===== config.mk =====
export PLATFORM = sky130hd
export DESIGN_NAME = wdog_ctrl
export DESIGN_NICKNAME = d
export VERILOG_FILES = /design/src/rtl/wdog_pkg.sv /design/src/rtl/wdog_tick_div.sv /design/src/rtl/wdog_cfg.sv /design/src/rtl/wdog_count.sv /design/src/rtl/wdog_ctrl.sv
export SDC_FILE = /design/constraint.sdc
export NUM_CORES = 1
export LEC_CHECK = 0
export BUFFER_PORTS_ARGS = -buffer_cell sky130_fd_sc_hd__buf_2
export CORE_MARGIN = 4
export CORE_UTILIZATION = 60
export CTS_BUF_LIST = sky130_fd_sc_hd__clkbuf_4 sky130_fd_sc_hd__clkbuf_8
export DETAILED_ROUTE_END_ITERATION = 10
export PLACE_DENSITY = 0.83
export SYNTH_ARGS = -nofsm -noshare
export SYNTH_HDL_FRONTEND = slang
export SYNTH_SLANG_ARGS = --single-unit

===== constraint.sdc =====
create_clock -name clk -period 5.2 [get_ports clk]
set_clock_uncertainty 0.05 [all_clocks]
set_input_delay 0.26 -clock clk [delete_from_list [all_inputs] [get_ports clk]]
set_output_delay 0.26 -clock clk [all_outputs]
set_load 0.01 [all_outputs]

===== src/rtl/wdog_pkg.sv =====
// Shared constants and types for the guarded watchdog.
// Assumes a 6-bit register bus; bit positions are part of the software contract.
package wdog_pkg;
    localparam int REG_W    = 6;
    localparam int CODE_W   = 4;
    localparam int EN_BIT   = 3;
    localparam int CHG_BIT  = 4;
    localparam int P3_BIT   = 5;
    localparam int POR_BIT  = 0;
    localparam int WDT_BIT  = 1;

    typedef logic [CODE_W-1:0] code_t;
endpackage


===== src/rtl/wdog_tick_div.sv =====
// Slow-tick generator: one-cycle tick every TICK_DIV clocks.
// Assumes rst_n is synchronous and active low; TICK_DIV >= 1.
module wdog_tick_div #(
    parameter int TICK_DIV = 4
) (
    input  logic clk,
    input  logic rst_n,
    output logic tick_o
);
    generate
        if (TICK_DIV == 1) begin : g_pass
            assign tick_o = rst_n;
        end else begin : g_div
            localparam int DW = $clog2(TICK_DIV);
            logic [DW-1:0] div_q;
            // Free-running divider that wraps at TICK_DIV-1.
            always_ff @(posedge clk) begin
                if (!rst_n)
                    div_q <= '0;
                else if (div_q == DW'(TICK_DIV - 1))
                    div_q <= '0;
                else
                    div_q <= div_q + 1'b1;
            end
            assign tick_o = (div_q == DW'(TICK_DIV - 1));
        end
    endgenerate
endmodule


===== src/rtl/wdog_cfg.sv =====
// Control and status registers with the timed unlock window and cause flags.
// Assumes single-cycle write strobes; por_n dominates rst_n.
module wdog_cfg import wdog_pkg::*; #(
    parameter int WIN_CYC = 4
) (
    input  logic             clk,
    input  logic             rst_n,
    input  logic             por_n,
    input  logic             wr_i,
    input  logic             addr_i,
    input  logic [REG_W-1:0] wdata_i,
    input  logic             hit_i,
    output logic             en_o,
    output code_t            code_o,
    output logic             wdt_flag_o,
    output logic [REG_W-1:0] rdata_o
);
    localparam int WIN_W = $clog2(WIN_CYC + 1);

    logic             en_q;
    code_t            code_q;
    logic [WIN_W-1:0] win_q;
    logic             por_flag_q;
    logic             wdt_flag_q;
    logic             ctrl_wr;
    logic             stat_wr;
    logic             win_open;
    logic             unlock;

    assign ctrl_wr  = wr_i && !addr_i;
    assign stat_wr  = wr_i && addr_i;
    assign win_open = (win_q != '0);
    assign unlock   = wdata_i[CHG_BIT] && wdata_i[EN_BIT];

    // Enable, code and window: guarded loads, warm reset arms at code 0.
    always_ff @(posedge clk) begin
        if (!por_n) begin
            en_q   <= 1'b0;
            code_q <= '0;
            win_q  <= '0;
        end else if (!rst_n) begin
            en_q   <= 1'b1;
            code_q <= '0;
            win_q  <= '0;
        end else if (ctrl_wr) begin
            if (win_open) begin
                en_q   <= wdata_i[EN_BIT] | (en_q & wdt_flag_q);
                code_q <= {wdata_i[P3_BIT], wdata_i[2:0]};
                win_q  <= '0;
            end else if (unlock) begin
                en_q   <= 1'b1;
                win_q  <= WIN_W'(WIN_CYC);
            end else begin
                en_q   <= en_q | wdata_i[EN_BIT];
            end
        end else if (win_open) begin
            win_q <= win_q - 1'b1;
        end
    end

    // Reset-cause flags: set by power-on or timeout, cleared by writing zero.
    always_ff @(posedge clk) begin
        if (!por_n) begin
            por_flag_q <= 1'b1;
            wdt_flag_q <= 1'b0;
        end else begin
            if (hit_i)
                wdt_flag_q <= 1'b1;
            else if (stat_wr && !wdata_i[WDT_BIT])
                wdt_flag_q <= 1'b0;
            if (stat_wr && !wdata_i[POR_BIT])
                por_flag_q <= 1'b0;
        end
    end

    // Read mux for the two registers.
    always_comb begin
        rdata_o = '0;
        if (addr_i) begin
            rdata_o[POR_BIT] = por_flag_q;
            rdata_o[WDT_BIT] = wdt_flag_q;
        end else begin
            rdata_o[2:0]     = code_q[2:0];
            rdata_o[EN_BIT]  = en_q;
            rdata_o[CHG_BIT] = win_open;
            rdata_o[P3_BIT]  = code_q[3];
        end
    end

    assign en_o       = en_q;
    assign code_o     = code_q;
    assign wdt_flag_o = wdt_flag_q;

    // the code only moves through a write inside an open window.
    a_r4_code_guarded: assert property (@(posedge clk) disable iff (!por_n || !rst_n)
        (!$stable(code_q) && $past(rst_n) && $past(por_n)) |-> $past(ctrl_wr && win_open));

    // a control write inside the window closes it.
    a_r5_window_close: assert property (@(posedge clk) disable iff (!por_n || !rst_n)
        (ctrl_wr && win_open) |=> !win_open);

    // enable cannot drop while the watchdog flag is set.
    a_r7_flag_lock: assert property (@(posedge clk) disable iff (!por_n)
        $past(wdt_flag_q && en_q && por_n) |-> en_q);
endmodule


===== src/rtl/wdog_count.sv =====
// Timeout counter and reset-request pulse stretcher.
// Assumes tick_i is a one-cycle strobe; pulse is cleared only by power-on.
module wdog_count import wdog_pkg::*; #(
    parameter int BASE_EXP  = 11,
    parameter int MAX_CODE  = 9,
    parameter int PULSE_LEN = 4
) (
    input  logic  clk,
    input  logic  rst_n,
    input  logic  por_n,
    input  logic  en_i,
    input  code_t code_i,
    input  logic  kick_i,
    input  logic  tick_i,
    output logic  hit_o,
    output logic  rst_req_o
);
    localparam int CNT_W = BASE_EXP + MAX_CODE + 1;
    localparam int PW    = $clog2(PULSE_LEN + 1);

    logic [CNT_W-1:0] cnt_q;
    logic [CNT_W-1:0] limit;
    logic [PW-1:0]    pulse_q;
    code_t            code_eff;
    logic             term;

    assign code_eff = (code_i > CODE_W'(MAX_CODE)) ? CODE_W'(MAX_CODE) : code_i;
    assign limit    = CNT_W'(1) << (BASE_EXP + int'(code_eff));
    assign term     = en_i && !kick_i && tick_i && (cnt_q == limit - CNT_W'(1));
    assign hit_o    = term;

    // Tick counter: kick or disable clears it, terminal count wraps to zero.
    always_ff @(posedge clk) begin
        if (!rst_n || !en_i || kick_i)
            cnt_q <= '0;
        else if (tick_i)
            cnt_q <= term ? '0 : cnt_q + 1'b1;
    end

    // Request pulse: loaded on timeout, counts down to zero.
    always_ff @(posedge clk) begin
        if (!por_n)
            pulse_q <= '0;
        else if (term)
            pulse_q <= PW'(PULSE_LEN);
        else if (pulse_q != '0)
            pulse_q <= pulse_q - 1'b1;
    end

    assign rst_req_o = (pulse_q != '0);

    // a kick at an edge prevents a request from starting there.
    a_r10_kick_blocks: assert property (@(posedge clk) disable iff (!por_n)
        kick_i |=> !$rose(rst_req_o));

    // a disabled watchdog never starts a request.
    a_r10_disabled_quiet: assert property (@(posedge clk) disable iff (!por_n)
        !en_i |=> !$rose(rst_req_o));
endmodule


===== src/rtl/wdog_ctrl.sv =====
// Guarded watchdog top: tick divider, register block and timeout counter.
// Assumes both resets are synchronous, active low, and por_n wins over rst_n.
module wdog_ctrl import wdog_pkg::*; #(
    parameter int TICK_DIV  = 4,
    parameter int BASE_EXP  = 11,
    parameter int MAX_CODE  = 9,
    parameter int WIN_CYC   = 4,
    parameter int PULSE_LEN = 4
) (
    input  logic             clk,
    input  logic             rst_n,
    input  logic             por_n,
    input  logic             bus_wr,
    input  logic             bus_addr,
    input  logic [REG_W-1:0] bus_wdata,
    output logic [REG_W-1:0] bus_rdata,
    input  logic             kick,
    output logic             wdt_rst_req
);
    logic  any_rst_n;
    logic  tick;
    logic  en;
    logic  hit;
    logic  wdt_flag;
    code_t code;

    assign any_rst_n = rst_n && por_n;

    wdog_tick_div #(.TICK_DIV(TICK_DIV)) tick_i (
        .clk    (clk),
        .rst_n  (any_rst_n),
        .tick_o (tick)
    );

    wdog_cfg #(.WIN_CYC(WIN_CYC)) cfg_i (
        .clk        (clk),
        .rst_n      (rst_n),
        .por_n      (por_n),
        .wr_i       (bus_wr),
        .addr_i     (bus_addr),
        .wdata_i    (bus_wdata),
        .hit_i      (hit),
        .en_o       (en),
        .code_o     (code),
        .wdt_flag_o (wdt_flag),
        .rdata_o    (bus_rdata)
    );

    wdog_count #(
        .BASE_EXP  (BASE_EXP),
        .MAX_CODE  (MAX_CODE),
        .PULSE_LEN (PULSE_LEN)
    ) cnt_i (
        .clk       (clk),
        .rst_n     (any_rst_n),
        .por_n     (por_n),
        .en_i      (en),
        .code_i    (code),
        .kick_i    (kick),
        .tick_i    (tick),
        .hit_o     (hit),
        .rst_req_o (wdt_rst_req)
    );

    // a request starts only together with the watchdog flag.
    a_r11_flag_with_req: assert property (@(posedge clk) disable iff (!por_n)
        $rose(wdt_rst_req) |-> wdt_flag);
endmodule


==> metrics.txt <==
max-slew violations 0; dpl hpwl 4570 µm; Synth-to-Final Area Change 5.05%; pin count of the biggest net entering global routing 23; Max-cap violations 0; CP max-delay cell dfxtp_1; Crit Path Max Fanout 21; slack of the worst reg-to-reg path 700 ps; CP Depth 14; LEAKAGE 1.06 nW; critical path arrival 4580 ps; port bufs 18; critical path launch point cfg_i.code_o[0]$_SDFFE_PN0P_; Mapped Cells 320; cell taking the most area after synthesis dfxtp_1; Post-route DRC 0; worst-skew pair later-pin latency 290 ps; Worst Hold Path Cells 2; Syn Std Cell Area 0.00273 mm²; core area 0.00438 mm²; Peak Freq 222 MHz; antenna fix cells 0; Clk pwr share 33.9%; RSZ-0062 raised after global routing no; Worst Path Buf+Inv 1; cts hold-fix bufs 0; drt wl/cell 16.3 µm; CTS tree built; WP data required 5270 ps; root buffer cell clkbuf_8; Die Wd 75.4 µm; Filler cells 371; Startpoint Class register; synth top area cells dfxtp_1 (26%), xnor2_1 (6.1%), xor2_1 (5.5%); Vias 2,356; Antenna Nets Post-Route 0; nets 348; Register-to-Register Path Depth 14; Die Span Y 75.4 µm; switching power 0.000141 W; Max Root-Sink Buffers 2; drt first pass iters 4; cell internal pwr 0.000415 W; Placement Cell Area 0.00278 mm²; initial antenna violation count 0; Top-Level Pins 19; crit end category register; top-area cell type share of the netlist area 26.4%; Slew HR 27.4%; GRT Total Usage 23.0%; number of global-route vias before repair 2,076; GP Congestion 0.897; hold crit path type in -> reg; post-route clock period utilization 86.6%; type of the worst setup path reg -> reg; post-CTS resize count 0; clk sinks 36; FF/Latch Area 721 µm²; Vias per Instance 6.22; Critical R2R Capture cnt_i.cnt_q[18]$_SDFFE_PP0N_; postcts setup bufs 0; sequential area share after synthesis 26.4%; H-tree depth 2; CP cell instances nor2_1 -> nand2_1 -> ha_1 -> or4b_4 -> or2_4 -> ha_1 -> xnor2_1 -> a22oi_1 -> o31a_1 -> nor4_2 -> nand4_1 -> nor4b_4 -> buf_4 -> nor3_1; proportion of layout cells with a drive suffix above 1 15.3%; FF-to-FF Start cfg_i.code_o[0]$_SDFFE_PN0P_; final WL 6160 µm; Iter 0 DRT Violations 198; Hold Fails Final Rpt 0; Clock transition at path regs 70 ps; design area 0.00286 mm²; final number of setup-violating endpoints 0; first-pass GRT wire length 9980 µm; synthesized flop and latch total 36; actual slew at the worst max-slew pin 1080 ps; Avg Cell Area, Syn 8.52 µm²; Num CTS Buffers 5; Final min period 4500 ps; Initial Util 62.2%; Rows 24; count of cell types in the netlist 59; Worst setup endpoint cnt_i.cnt_q[18]$_SDFFE_PP0N_; Post-synth ARST share 0%; total grt overflow 0; die area 0.00568 mm²; YS warnings 0; CP max stage delay 740 ps; ys flop type dfxtp_1; CP most frequent cell ha_1; number of flops mapped to enable cells by yosys 0; outcome finished clean; net switching fraction of the power 25.3%; Power per Cell Area 194 mW/mm²; syn nets 341; area occupied by multi-input gates 0.00185 mm²; Worst path top cell family by delay simple AND/OR/NAND/NOR gates; sequential power share 52.4%; Setup TNS 0 ps; Worst VDD drop 0.000192 V; Combinational Power Share 13.8%
==> sequential cells by signal, summed over array words and instances, names as in the netlist <==
signal and count:
cfg_i.por_flag_q 1, cfg_i.win_q 3, cnt_i.pulse_q 3, cfg_i.en_o 1, cfg_i.code_o 4, cnt_i.cnt_q 21, tick_i.g_div.div_q 2, cfg_i.wdt_flag_o 1
==> power by group through the flow <==
| stage | registers (W) | logic, W | clock network, W |
|---|---|---|---|
| CTS | 0.000291 | 0.0000774 | 0.000194 |
| detailed placement | 0.000297 | 0.0000767 | 0 |
| global placement | 0.000296 | 0.0000745 | 0 |
| floorplan | 0.000295 | 0.0000571 | 0 |
| global route | 0.000291 | 0.0000884 | 0.000209 |
| finish | 0.000291 | 0.0000764 | 0.000188 |
==> worst reg2reg max path, cell delays in order, from the launching register on <==
cell and delay (ps):
dfxtp_1 740, nor2_1 220, nand2_1 110, ha_1 240, or4b_4 540, or2_4 280
ha_1 330, xnor2_1 260, a22oi_1 120, o31a_1 300, nor4_2 280, nand4_1 170
nor4b_4 270, buf_4 320, nor3_1 100
==> area by class of cell <==
type | count | share of cell area, %
Inverter | 12 | 1.57
Sequential cell | 36 | 25.2
Multi-Input combinational cell | 252 | 64.5
Clock inverter | 1 | 0.175
Timing Repair Buffer | 20 | 3.67
Tap cell | 52 | 2.27
Clock buffer | 6 | 2.67
==> how the worst min path moves through the flow <==
stage | endpoint | slack (ps) | startpoint
final | cfg_i.por_flag_q$_SDFFE_PN1P_ | 130 | por_n
after detailed placement | tick_i.g_div.div_q[0]$_SDFF_PP0_ | 370 | tick_i.g_div.div_q[0]$_SDFF_PP0_
after floorplan | cfg_i.por_flag_q$_SDFFE_PN1P_ | 270 | por_n
after CTS | cfg_i.por_flag_q$_SDFFE_PN1P_ | 120 | por_n
after global placement | tick_i.g_div.div_q[0]$_SDFF_PP0_ | 360 | tick_i.g_div.div_q[0]$_SDFF_PP0_
after global routing | cfg_i.por_flag_q$_SDFFE_PN1P_ | 120 | por_n
==> cell usage after synthesis (all sizes together) (2+ instances only) <==
| library cell | count |
|---|---|
| dfxtp | 36 |
| nor3 | 28 |
| nor2 | 20 |
| xnor2 | 20 |
| xor2 | 17 |
| nand2 | 15 |
| a21oi | 14 |
| inv | 12 |
| nand3 | 12 |
| clkbuf | 11 |
| nor2b | 11 |
| nand4 | 10 |
| buf | 9 |
| ha | 9 |
| o21ai | 9 |
| nor3b | 7 |
| mux2i | 6 |
| a31oi | 5 |
| and3 | 5 |
| nand2b | 5 |
| nor4 | 5 |
| o211ai | 5 |
| or2 | 5 |
| and4 | 4 |
| xnor3 | 4 |
| and2 | 3 |
| and3b | 3 |
| mux2 | 3 |
| a22oi | 2 |
| nand3b | 2 |
| nand4bb | 2 |
| o2111ai | 2 |
| or3 | 2 |
==> kinds of logic after synthesis <==
kind of cell	count (synthesis)	share of synthesized area [%]
xor gates and xnor gates	41	15.5
AOI/OAI and AO/OA	47	10.9
and+or+nand+nor	145	33.4
adders and majority gates	10	4.50
DFF	36	26.4
buffers and inverters	32	5.83
muxes	9	3.44
==> metal layers <==
metal	wire, µm	GRT usage [%]
met4	158	9.90
met2	2950	35.8
met3	304	4.62
met5	0	0
met1	2750	31.0
==> per-stage QoR <==
step / util [%] / std cells / total power [W] / worst slack, ps / hold WS (ps)
after floorplan: - / 320 / 0.000352 / 989 / 272
after global placement: 63.4 / 372 / 0.000371 / 900 / 363
after detailed placement: 63.4 / 372 / 0.000374 / 786 / 373
after CTS: 65.3 / 379 / 0.000562 / 769 / 119
after global routing: 65.3 / 379 / 0.000589 / 492 / 123
final: 65.3 / 379 / 0.000555 / 697 / 126
==> layout by cell type, fill, tap and decap left out, types with 5 or more instances in the layout <==
cell / instances
dfxtp_1: 36
nor2_1: 20
xnor2_1: 19
nor3_1: 18
buf_2: 18
xor2_1: 17
nand2_1: 15
a21oi_1: 14
inv_1: 12
nand3_1: 12
nor2b_1: 11
nand4_1: 10
nor3_2: 10
ha_1: 9
o21ai_0: 8
nor3b_1: 6
mux2i_1: 6
nand2b_1: 5
o211ai_1: 5
a31oi_1: 5
and3_1: 5
clkbuf_8: 5
Power figures use the tool's default switching activity.
